File: config.mk
export PLATFORM = sky130hd
export DESIGN_NAME = burst_col_seq
export DESIGN_NICKNAME = d
export VERILOG_FILES = /design/src/rtl/bseq_pkg.sv /design/src/rtl/burst_order.sv /design/src/rtl/beat_counter.sv /design/src/rtl/burst_col_seq.sv
export SDC_FILE = /design/constraint.sdc
export NUM_CORES = 1
export LEC_CHECK = 0
export BUFFER_PORTS_ARGS = -buffer_cell sky130_fd_sc_hd__buf_4
export CORE_MARGIN = 1.5
export CORE_UTILIZATION = 31
export DETAILED_ROUTE_END_ITERATION = 8
export PLACE_DENSITY = 0.55
export SYNTH_ARGS = -nofsm -noshare
export SYNTH_HDL_FRONTEND = slang
export SYNTH_SLANG_ARGS = --single-unit
File: constraint.sdc
create_clock -name clk -period 1.7 [get_ports clk]
set_clock_uncertainty 0.15 [all_clocks]
set_input_delay 0.34 -clock clk [delete_from_list [all_inputs] [get_ports clk]]
set_output_delay 0.34 -clock clk [all_outputs]
set_load 0.005 [all_outputs]
File: src/rtl/bseq_pkg.sv
package bseq_pkg;
  localparam int unsigned IDX_W = 3;

  typedef struct packed {
    logic bl8;
    logic ilv;
  } burst_cfg_t;
endpackage

File: src/rtl/burst_order.sv
module burst_order
  import bseq_pkg::*;
#(
  parameter int unsigned COL_W = 10
) (
  input  logic [COL_W-1:0] base,
  input  logic [IDX_W-1:0] idx,
  input  burst_cfg_t       cfg,
  output logic [COL_W-1:0] col
);
  logic [1:0] low2;
  logic       bit2;

  always_comb begin
    if (cfg.ilv) low2 = base[1:0] ^ idx[1:0];
    else         low2 = base[1:0] + idx[1:0];
    bit2 = base[2] ^ (cfg.bl8 & idx[2]);
  end

  if (COL_W > IDX_W) begin : g_upper
    assign col = {base[COL_W-1:IDX_W], bit2, low2};
  end else begin : g_narrow
    assign col = {bit2, low2};
  end
endmodule

File: src/rtl/beat_counter.sv
module beat_counter
  import bseq_pkg::*;
(
  input  logic             clk,
  input  logic             rst_n,
  input  logic             load,
  input  logic             advance,
  input  logic             bl8,
  output logic [IDX_W-1:0] idx,
  output logic             busy,
  output logic             last
);
  logic [IDX_W-1:0] final_idx;

  assign final_idx = bl8 ? IDX_W'(7) : IDX_W'(3);
  assign last      = busy && (idx == final_idx);

  always_ff @(posedge clk) begin
    if (!rst_n) begin
      busy <= 1'b0;
      idx  <= '0;
    end else if (!busy || (advance && last)) begin
      busy <= load;
      idx  <= '0;
    end else if (advance) begin
      idx <= idx + IDX_W'(1);
    end
  end

  assert_short_burst_R7: assert property (@(posedge clk) disable iff (!rst_n)
    (busy && !bl8) |-> (idx <= IDX_W'(3)));
  assert_step_R7: assert property (@(posedge clk) disable iff (!rst_n)
    (advance && busy && !last) |=> (busy && idx == $past(idx) + IDX_W'(1)));
endmodule

File: src/rtl/burst_col_seq.sv
module burst_col_seq
  import bseq_pkg::*;
#(
  parameter int unsigned COL_W = 10
) (
  input  logic             clk,
  input  logic             rst_n,
  input  logic             start_valid,
  output logic             start_ready,
  input  logic [COL_W-1:0] start_col,
  input  logic             cfg_bl8,
  input  logic             cfg_interleave,
  output logic             beat_valid,
  input  logic             beat_ready,
  output logic [COL_W-1:0] beat_col,
  output logic             beat_last
);
  logic [COL_W-1:0] base_q;
  burst_cfg_t       cfg_q;
  logic [IDX_W-1:0] idx;
  logic             busy, last, load, advance;

  assign advance     = busy && beat_ready;
  assign start_ready = !busy || (last && beat_ready);
  assign load        = start_valid && start_ready;

  always_ff @(posedge clk) begin
    if (!rst_n) begin
      base_q <= '0;
      cfg_q  <= '0;
    end else if (load) begin
      base_q <= start_col;
      cfg_q  <= '{bl8: cfg_bl8, ilv: cfg_interleave};
    end
  end

  beat_counter u_cnt (
    .clk(clk), .rst_n(rst_n), .load(load), .advance(advance),
    .bl8(cfg_q.bl8), .idx(idx), .busy(busy), .last(last)
  );

  burst_order #(.COL_W(COL_W)) u_ord (
    .base(base_q), .idx(idx), .cfg(cfg_q), .col(beat_col)
  );

  assign beat_valid = busy;
  assign beat_last  = last;

  assert_first_beat_R2: assert property (@(posedge clk) disable iff (!rst_n)
    (start_valid && start_ready) |=> (beat_valid && beat_col == $past(start_col)));
  assert_hold_R8: assert property (@(posedge clk) disable iff (!rst_n)
    (beat_valid && !beat_ready) |=> (beat_valid && $stable(beat_col) && $stable(beat_last)));
  assert_block_fixed_R6: assert property (@(posedge clk) disable iff (!rst_n)
    (beat_valid && beat_ready && !beat_last) |=>
      (beat_col[COL_W-1:3] == $past(beat_col[COL_W-1:3])));
  assert_no_start_mid_R9: assert property (@(posedge clk) disable iff (!rst_n)
    (beat_valid && !(beat_last && beat_ready)) |-> !start_ready);
  assert_idle_after_R7: assert property (@(posedge clk) disable iff (!rst_n)
    (beat_valid && beat_ready && beat_last && !start_valid) |=> !beat_valid);
endmodule

### After elaboration in Yosys (flattened, before gate mapping)

Index checks and enable logic that the tools add are counted.

| storage, ports and cells | value |
|---|---|
| bits in registers | 16 |
| latch bits | 0 |
| memory bits (writable) | 0 |
| bits in read-only memories | 0 |
| output and inout bits | 13 |
| word-level logic and storage cells | 23 |
| memories kept | 0 |

| operators by class | value |
|---|---|
| add/sub/neg operators | 2 |
| multipliers | 0 |
| divide/modulo/power cells | 0 |
| $lt $le $gt $ge | 0 |
| eq/ne operators | 1 |
| shift operators | 0 |
| multiplexer cells | 2 |
| bitwise gates (word level) | 4 |
| reductions and logical operators | 9 |

Operators with widths:

| cell | number |
|---|---|
| logical AND 1 bit | 5 |
| adder 3 x 1 -> 3 bit (second input constant) | 1 |
| == test 3 bit | 1 |
| two-way mux 3 bit | 1 |
| adder 2 bit | 1 |
| logical OR 1 bit | 2 |
| two-way mux 2 bit | 1 |
| OR reduction 2 bit | 1 |
| bitwise XOR 2 bit | 1 |
| AND 1 bit | 1 |
| zero test 1 bit | 1 |
| NOT 1 bit | 1 |
| bitwise XOR 1 bit | 1 |

### Depth between registers and ports, before layout

Gate-level depths: netlist of run 1.

| depth | value |
|---|---|
| depth after elaboration | 6 |
| mapped depth | 5 |
| depth with buffers taken out | 4 |

### Modules after synthesis

A second synthesis of run 1 with hierarchy kept.

| unflattened totals | value |
|---|---|
| cell total of the unflattened synthesis | 88 |
| area, all modules | 820.8 µm² |

By module, submodules not included:

| module | instances | cells each | area each (µm²) | seq. area each (µm²) |
|---|---|---|---|---|
| burst_col_seq | 1 | 55 | 516.7 | 240.2 |
| beat_counter | 1 | 19 | 195.2 | 80.1 |
| burst_order | 1 | 14 | 108.9 | 0.0 |

### Least setup slack after synthesis of run 1

OpenSTA, ideal clock, no wires.

| timing | value |
|---|---|
| path type | register to register |
| start | register u_cnt.idx[2] |
| end | register base_q[0] |
| setup time | 0.072 ns |
| data arrival time | 1.390 ns |
| required time | 1.478 ns |
| setup slack | 0.088 ns |
| cell stages (with the launch flop) | 6 |
| buffers on the path | 1 |
| clock period less this slack | 1.612 ns |
| cell sequence | dfxtp_1 -> ha_1 -> nand3b_2 -> a21boi_4 -> buf_12 -> mux2i_1 |

| on the way | value |
|---|---|
| word-level cells in the longest chain between the ends | 5 |

RTL lines:

| what | RTL line | source |
|---|---|---|
| start: declaration | beat_counter.sv:9 | `output logic [IDX_W-1:0] idx,` |
| start signal: assignment | beat_counter.sv:26 | `idx <= idx + IDX_W'(1);` |
| == test 3 bit | beat_counter.sv:16 | `assign last = busy && (idx == final_idx);` |
| logical AND 1 bit | beat_counter.sv:16 |  |
| logical AND 1 bit | burst_col_seq.sv:24 | `assign start_ready = !busy \|\| (last && beat_ready);` |
| logical OR 1 bit | burst_col_seq.sv:24 |  |
| logical AND 1 bit | burst_col_seq.sv:25 | `assign load = start_valid && start_ready;` |
| end signal: assignment | burst_col_seq.sv:32 | `base_q <= start_col;` |
| end: declaration | burst_col_seq.sv:18 | `logic [COL_W-1:0] base_q;` |

Every way passes these cells.
A chain may end at the register's enable or synchronous reset.

### Final worst setup path of run 1

| timing | value |
|---|---|
| start | register u_cnt.idx[0] |
| end | output port start_ready |

| on the way | value |
|---|---|
| word-level cells in the longest chain between the ends | 4 |

RTL lines:

| what | RTL line | source |
|---|---|---|
| == test 3 bit | beat_counter.sv:16 |  |
| logical AND 1 bit | beat_counter.sv:16 |  |
| logical AND 1 bit | burst_col_seq.sv:24 |  |
| logical OR 1 bit | burst_col_seq.sv:24 |  |
| end: declaration | burst_col_seq.sv:9 | `output logic start_ready,` |

Every way passes these cells.

==> results.toml, run 1 <==
[clock_tree]
cts_buffers = 3
htree_levels = 1
cts_tree = "done"
cts_root_buf = "clkbuf_4"
path_clk_slew_ps = 90
cts.sinks = 16
clk_latency_ps = 280
clockBufferDepth = 2

[yosys]
ys_ff_latch = 16
synth_xor_area_share_pct = 3.236
netlist_area_um2 = 812.0
synthArstFlopShare_pct = 0
synth-compound-area-share_pct = 4.777
ys_top_cells_by_area = "dfxtp_1, mux2i_1, nand2_1"
synth_adder_area_share_pct = 4.622
yosys.area_share.simple_pct = 21.26
yosysTopAreaCellShare_pct = 39.45
yosys.area.top_type = "dfxtp_1"
synthMuxAreaShare_pct = 14.79
ys.flop_type = "dfxtp_1"
synth.avg_cell_area_um2 = 9.023
synth_top_family_by_area = "simple AND/OR/NAND/NOR gates"
netlist_instances = 90
yosys_warnings = 0
synth_edf_count = 0
syn_nets = 109
synth_cell_type_count = 20
synth.most_common_cell = "nand2_1"
synth-seq-area-share_pct = 39.45
ys_top_cells_by_count = "nand2_1, dfxtp_1, mux2i_1"

[worst_setup_path]
rr_worst_depth = 7
crit_end = "start_ready"
reg2reg_to = "base_q[6]"
startpoint_type = "flip-flop"
r2r_start = "u_cnt.idx[0]"
worstPathMaxFanout = 4
crit_chain = "buf_12, ha_4, nand3b_4, nand2_2, buf_6"
crit_arrival_ps = 1220
crit_path_top_delay_cell = "dfxtp_4"
regToRegSetupSlack_ps = 60
slowest_delay_ps = 370
crit_start = "u_cnt.idx[0]"
cp.required_ps = 1210
critPathKind = "flip-flop to output pin"
setup.worst_path.end_class = "output pin"

[grt]
grt_max_degree = 27
antenna_found_initial = 0
grt_usage_pct = 12.84
grt_overflow = 0
grt_pass1_wl_um = 2601
grt_pass1_vias = 603

[timing]
rsz0062_at_grt = "true"
slew_violations = 0
finalHoldViolCount = 0
min_period_over_period_pct = 100.4
timing.fmax_mhz = 586.0
hold_ws_ps = 139.9
min_period_ps = 1706
fin_ws_ps = -6.409
finalSetupViolCount = 1
tightest_slew_ps = 273.3
worst_slew_margin_rel_pct = 81.76

[detailed_routing]
route.detailed.drc = 0
via_per_inst = 4.469
totalWireLength_um = 1621
wire_per_inst_um = 11.03
drt_iter0_markers = 11
vias = 657
ant_nets = 0
dr.pass1.iters = 4

[min_path]
min_from = "start_valid"
hp-class = "input pin to flip-flop"

[pwr]
ir_drop_mv = 0.4522
power_mw = 0.8078
power_density_mw_per_mm2 = 692.0
p_leak_nw = 0.5335

[die]
rows = 18
io_pins = 29
initial_core_util_pct = 32.78
die_y_um = 54.18
die_x_um = 54.18
die-area_mm2 = 0.002935
core_mm2 = 0.002477

[layout]
multiInputGateArea_um2 = 469.2
nFillCells = 274
num_antenna_cells = 0
post_route_cells_drive_above_1_share_pct = 46.15
finish.net_count = 137
area_delta_synth_final_pct = 43.76
seqCellArea_um2 = 329.1

[place]
numPortBuffers = 28
place_congestion = 0.7043
dpl_worst_slack_ps = 22.71
hpwl_um = 1079

[flow_run]
maxCapViolCount = 0

[status]
violations = "negative setup slack"
status = "complete, but fails checks"
## metal layers
metal | track usage [%] | vias up | part of all wire [%] | routed length, µm
met5 | 0 | - | 0 | 0
met4 | 1.250 | 0 | 0 | 0
met3 | 6.111 | 0 | 7.2 | 116
met2 | 24.50 | 22 | 54 | 879
met1 | 12.86 | 298 | 39 | 626
li1 | - | 337 | - | -
## kinds of logic after synthesis
logic type | count (synthesis)
AO/OA/AOI/OAI | 5
XOR/XNOR | 3
adder cells (fa/ha/maj) | 3
buffers and inverters | 13
flip-flops | 16
multiplexers | 12
AND/OR/NAND/NOR | 38
## report_power, final
| part | internal [mW] | total, mW | switching (mW) |
|---|---|---|---|
| Clock | 0.130 | 0.249 | 0.118 |
| Combinational | 0.0926 | 0.147 | 0.0541 |
| Sequential | 0.395 | 0.413 | 0.0173 |
| Total | 0.618 | 0.808 | 0.190 |
## worst max-delay path, delay by kind of cell (launching register included)
family                   cells  cell delay [ps]
buffers and inverters        2              240
AND/OR/NAND/NOR              2              130
adder cells (fa/ha/maj)      1              180
flip-flops                   1              370
## flip-flops by register name (all words and copies together), names as in the netlist
name,count
u_cnt.busy,1
u_cnt.idx,3
base_q,10
cfg_q,2
## area by class of cell
cell class	instances	share of cell area, %
multi-input combinational	61	40.19
sequential	16	28.19
timing repair buffer	35	24.97
tap	30	3.215
clock buffer	4	3.108
inverter	1	0.3215
## placed cells by master (no fill, tap or decap)
cell and count:
xor2_1 1, nand4b_1 1, buf_12 2, nand3_1 1
nor2b_4 1, dfxtp_1 11, a21boi_4 1, buf_6 1
clkbuf_4 3, dfxtp_4 1, nand2b_1 2, nand2_1 27
nand3b_4 1, ha_4 3, nor2_2 1, buf_4 32
nand3b_1 1, dfxtp_2 4, inv_1 1, mux2i_1 12
xnor2_2 1, nand2_2 1, clkbuf_8 1, nor2b_1 1
nand2b_4 1, a21oi_1 4, xnor2_1 1
## through the flow
step                utilization (%)  setup TNS, ps  instances  area, µm²
finish                        47.12         -6.409        147       1167
global route                  47.12         -235.6        147       1167
CTS                           46.36         -57.27        146       1149
detailed placement            39.85              0        137      987.2
global placement              39.85              0        137      987.2
floorplan                         -              0         90      812.0
## worst min-delay path by stage
stage,endpoint,slack (ps),cells after the start
final,u_cnt.busy,140,3
after CTS,u_cnt.busy,130,3
after global placement,cfg_q[0],300,2
after global routing,cfg_q[0],130,3
after floorplan,cfg_q[0],290,2
after detailed placement,cfg_q[0],300,2
## timing repair
action,4_1_cts,5_1_grt
hold buffers,0,0
pin swaps,3,2
setup buffers,5,1
gates resized for setup,14,5
endpoints found under the setup margin,6,7
(Power assumes the default switching activity.)
==> run 2, diff against run 1 <==
CORE_UTILIZATION = 43   (was 31)
PLACE_DENSITY = 0.72   (was 0.55)
==> results.toml, run 2 (synthesis gave the netlist of run 1 again) <==
[status]
status = "complete, but fails checks"
violations = "negative setup slack"

[grt]
grt_max_degree = 27
grt_overflow = 0
grt_pass1_vias = 538
grt_pass1_wl_um = 2346
grt_usage_pct = 16.56
antenna_found_initial = 0

[die]
die_x_um = 46.46
initial_core_util_pct = 46.52
rows = 15
die_y_um = 46.46
io_pins = 29
die-area_mm2 = 0.002158
core_mm2 = 0.001745

[detailed_routing]
ant_nets = 0
wire_per_inst_um = 11.20
via_per_inst = 4.606
route.detailed.drc = 0
vias = 654
drt_iter0_markers = 2
totalWireLength_um = 1590
dr.pass1.iters = 2

[pwr]
ir_drop_mv = 0.4466
p_leak_nw = 0.5260
power_density_mw_per_mm2 = 709.5
power_mw = 0.8176

[timing]
fin_ws_ps = -18.20
rsz0062_at_grt = "true"
min_period_ps = 1718
timing.fmax_mhz = 582.0
slew_violations = 0
min_period_over_period_pct = 101.1
hold_ws_ps = 124.4
tightest_slew_ps = 264.4
finalSetupViolCount = 1
worst_slew_margin_rel_pct = 82.35
finalHoldViolCount = 0

[worst_setup_path]
critPathKind = "flip-flop to output pin"
slowest_delay_ps = 380
cp.required_ps = 1210
worstPathMaxFanout = 3
cp_top_family = "flip-flops"
setup.worst_path.end_class = "output pin"
startpoint_type = "flip-flop"
crit_chain = "buf_12, ha_4, nand3b_4, nand2_2, buf_6"
crit_path_top_delay_cell = "dfxtp_4"
critPathBufInv = 2
crit_arrival_ps = 1230

[clock_tree]
cts_tree = "done"
htree_levels = 1
clockBufferDepth = 2
ctsHoldBuffers = 0
cts.sinks = 16
clk_latency_ps = 300
cts_buffers = 3
cts_root_buf = "clkbuf_4"
path_clk_slew_ps = 100

[layout]
post_route_cells_drive_above_1_share_pct = 44.44
multiInputGateArea_um2 = 461.7
num_antenna_cells = 0
largest_reg_flops = 10
regMostFlops = "base_q"
finish.net_count = 137
layout_commonest_cell = "buf_4"
area_delta_synth_final_pct = 41.91
seqCellArea_um2 = 327.8
nFillCells = 151
layout_common_cells = "buf_4, nand2_1, mux2i_1, dfxtp_1, a21oi_1"
reg_top3 = "base_q (10), u_cnt.idx (3), cfg_q (2)"
postLayoutCoreUtil_pct = 66.02

[place]
place_congestion = 0.7462
numPortBuffers = 28
hpwl_um = 1033

[flow_run]
maxCapViolCount = 0

[min_path]
hp-class = "input pin to flip-flop"
==> run 2: cell count changes in the layout (fill, tap and decap cells not counted) <==
cell and change:
xnor2_1 +1, dfxtp_2 -1, dfxtp_1 +1, xnor2_2 -1
==> run 2: worst min-delay path, cell delays in order <==
cell and delay (ps):
buf_4 90, a21oi_1 30, nor2b_1 80
==> run 2: worst paths after layout <==
path | start | end | slack, ps | cells after the start
worst min-delay path | start_valid | u_cnt.busy | 120 | 3
worst max-delay path | u_cnt.idx[0] | start_ready | -20 | 5
worst max register to register | cfg_q[1] | base_q[8] | 70 | 6
worst min register to register | base_q[7] | base_q[7] | 310 | 2
==> run 2: final cells by class <==
type / instances / area share [%]
multi-input combinational: 61 / 40.06
inverter: 1 / 0.3257
timing repair buffer: 35 / 25.30
clock buffer: 4 / 3.149
tap: 25 / 2.714
sequential: 16 / 28.45
==> run 2: repair_timing <==
item	4_1_cts	5_1_grt
setup buffers	6	0
endpoints found under the hold margin	0	0
gates resized for setup	14	3
gates cloned	0	0
pin swaps	2	1
endpoints found under the setup margin	4	5
==> run 2: layer usage <==
layer / vias up / part of all wire (%) / global-route usage (%) / wire length, µm
li1: 338 / - / - / -
met1: 296 / 42 / 20.76 / 668
met2: 15 / 51 / 23.89 / 805
met3: 5 / 3.9 / 3.529 / 62
met4: 0 / 3.5 / 13.71 / 55
met5: - / 0 / 0 / 0
==> run 2: metrics by stage <==
step | TNS, ps | cells | area [µm²] | setup WS (ps)
2_1_floorplan | 0 | 90 | 812.0 | 88.06
3_3_place_gp | 0 | 132 | 980.9 | 88.83
3_5_place_dp | 0 | 132 | 980.9 | 22.06
4_1_cts | -34.33 | 142 | 1139 | -16.30
5_1_grt | -150.4 | 142 | 1152 | -54.58
6_report | -18.20 | 142 | 1152 | -18.20
==> run 2: report_power, final <==
part,total (mW),internal [mW],switching (mW)
Sequential,0.412,0.395,0.0171
Combinational,0.143,0.0887,0.0539
Clock,0.263,0.131,0.132
==> run 3, diff against run 2 <==
SKIP_CTS_REPAIR_TIMING = 1   (was not set)
SLEW_MARGIN = 20   (was not set)
==> results.toml, run 3 (synthesis gave the netlist of run 1 again) <==
[place]
postPlaceCellArea_um2 = 980.9
dpl_worst_slack_ps = 22.06
numPortBuffers = 28
place_congestion = 0.7462
hpwl_um = 1033
dpl.cell_count = 132

[grt]
grt_usage_pct = 14.86
grt_overflow = 0
grt_pass1_wl_um = 2152
grt_use_met2_pct = 21.94
top_usage_layer = "met2"
grt_pass1_vias = 508
grt_max_degree = 27
use_met3_pct = 4.706
use_met1_pct = 18.81
antenna_found_initial = 0

[min_path]
min_from = "cfg_bl8"
hp-class = "input pin to flip-flop"

[pwr]
p_leak_nw = 0.4917
power_density_mw_per_mm2 = 741.9
ir_drop_mv = 0.4787
p_sw_mw = 0.1967
switching_share_pct = 24.44
power_frac_clock_pct = 32.1
power_mw = 0.8048
p_comb_share_pct = 16.7
seqPwrFrac_pct = 51.2
internal_power_mw = 0.6081

[die]
die-area_mm2 = 0.002158
die_x_um = 46.46
die_y_um = 46.46
rows = 15
core_mm2 = 0.001745
io_pins = 29
initial_core_util_pct = 46.52

[detailed_routing]
dr.pass1.iters = 2
totalWireLength_um = 1533
vias = 628
route.detailed.drc = 0
via_per_inst = 4.618
ant_nets = 0
wire_per_inst_um = 11.27
drt_iter0_markers = 1

[clock_tree]
clk_latency_ps = 290
clockBufferDepth = 2
cts_buffers = 3
cts.sinks = 16
path_clk_slew_ps = 100
htree_levels = 1
cts_tree = "done"
cts_root_buf = "clkbuf_4"

[layout]
layout_common_cells = "nand2_1, buf_4, dfxtp_1"
fin_area_mm2 = 0.001085
num_antenna_cells = 0
largest_reg_flops = 10
stdcell_count = 136
finish.net_count = 131
area_delta_synth_final_pct = 33.59
reg_top3 = "base_q (10), u_cnt.idx (3), cfg_q (2)"
regMostFlops = "base_q"
post_route_cells_drive_above_1_share_pct = 38.74

[worst_setup_path]
crit_start = "u_cnt.idx[2]"
cp.required_ps = 1210
worstPathMaxFanout = 3
startpoint_type = "flip-flop"
r2r_start = "u_cnt.idx[2]"
slowest_delay_ps = 350
critPathKind = "flip-flop to output pin"
setup.worst_path.end_class = "output pin"
crit_chain = "ha_4, nand3b_4, nand2_1, buf_4"
crit_arrival_ps = 1270
crit_path_top_delay_cell = "dfxtp_2"

[timing]
min_period_over_period_pct = 103.3
finalHoldViolCount = 0
tightest_slew_ps = 258.5
finalSetupViolCount = 3
min_period_ps = 1756
worst_slew_margin_rel_pct = 82.74
timing.fmax_mhz = 569.6
slew_violations = 0
rsz0062_at_grt = "true"
fin_ws_ps = -55.59

[flow_run]
maxCapViolCount = 0

[status]
status = "complete, but fails checks"
violations = "negative setup slack"
[run 3: through the flow]
step,utilization [%],hold WS [ps],TNS (ps)
final,62.15,138.3,-73.80
after global routing,62.15,135.0,-241.7
after CTS,58.28,129.3,-459.6
after detailed placement,56.20,297.6,0
after global placement,56.20,294.0,0
after floorplan,-,285.1,0
[run 3: final timing paths]
path	cells after the start	end	slack [ps]
setup / recovery	4	start_ready	-60
hold / removal	3	cfg_q[1]	140
setup reg to reg	5	base_q[8]	180
hold reg to reg	2	base_q[7]	310
[run 3: critical path: cells and delay by family (launching register included)]
kind          cells  cell delay (ps)
simple gates      2              200
fa+ha+maj         1              270
flops             1              350
buf+inv           1              150
[run 3: layer usage]
| metal | wire (µm) | part of all wire [%] | up-vias |
|---|---|---|---|
| met4 | 9 | 0.59 | 0 |
| met1 | 665 | 43 | 286 |
| li1 | - | - | 324 |
| met5 | 0 | 0 | - |
| met2 | 792 | 52 | 16 |
| met3 | 65 | 4.2 | 2 |
[run 3: cell type report]
cell class / count / area (µm²)
flip-flops and latches: 16 / 326.6
multi-input cells: 61 / 456.7
repair buffers: 29 / 230.2
well taps: 25 / 31.28
clock buffers: 4 / 36.28
inverters: 1 / 3.754
fillers: 167 / 660.6
[run 3: power groups by stage]
stage | sequential [mW] | combinational, mW | clock, mW
final | 0.412 | 0.135 | 0.258
after global routing | 0.415 | 0.148 | 0.286
after CTS | 0.410 | 0.132 | 0.265
after detailed placement | 0.418 | 0.131 | 0
after global placement | 0.418 | 0.128 | 0
after floorplan | 0.415 | 0.0833 | 0
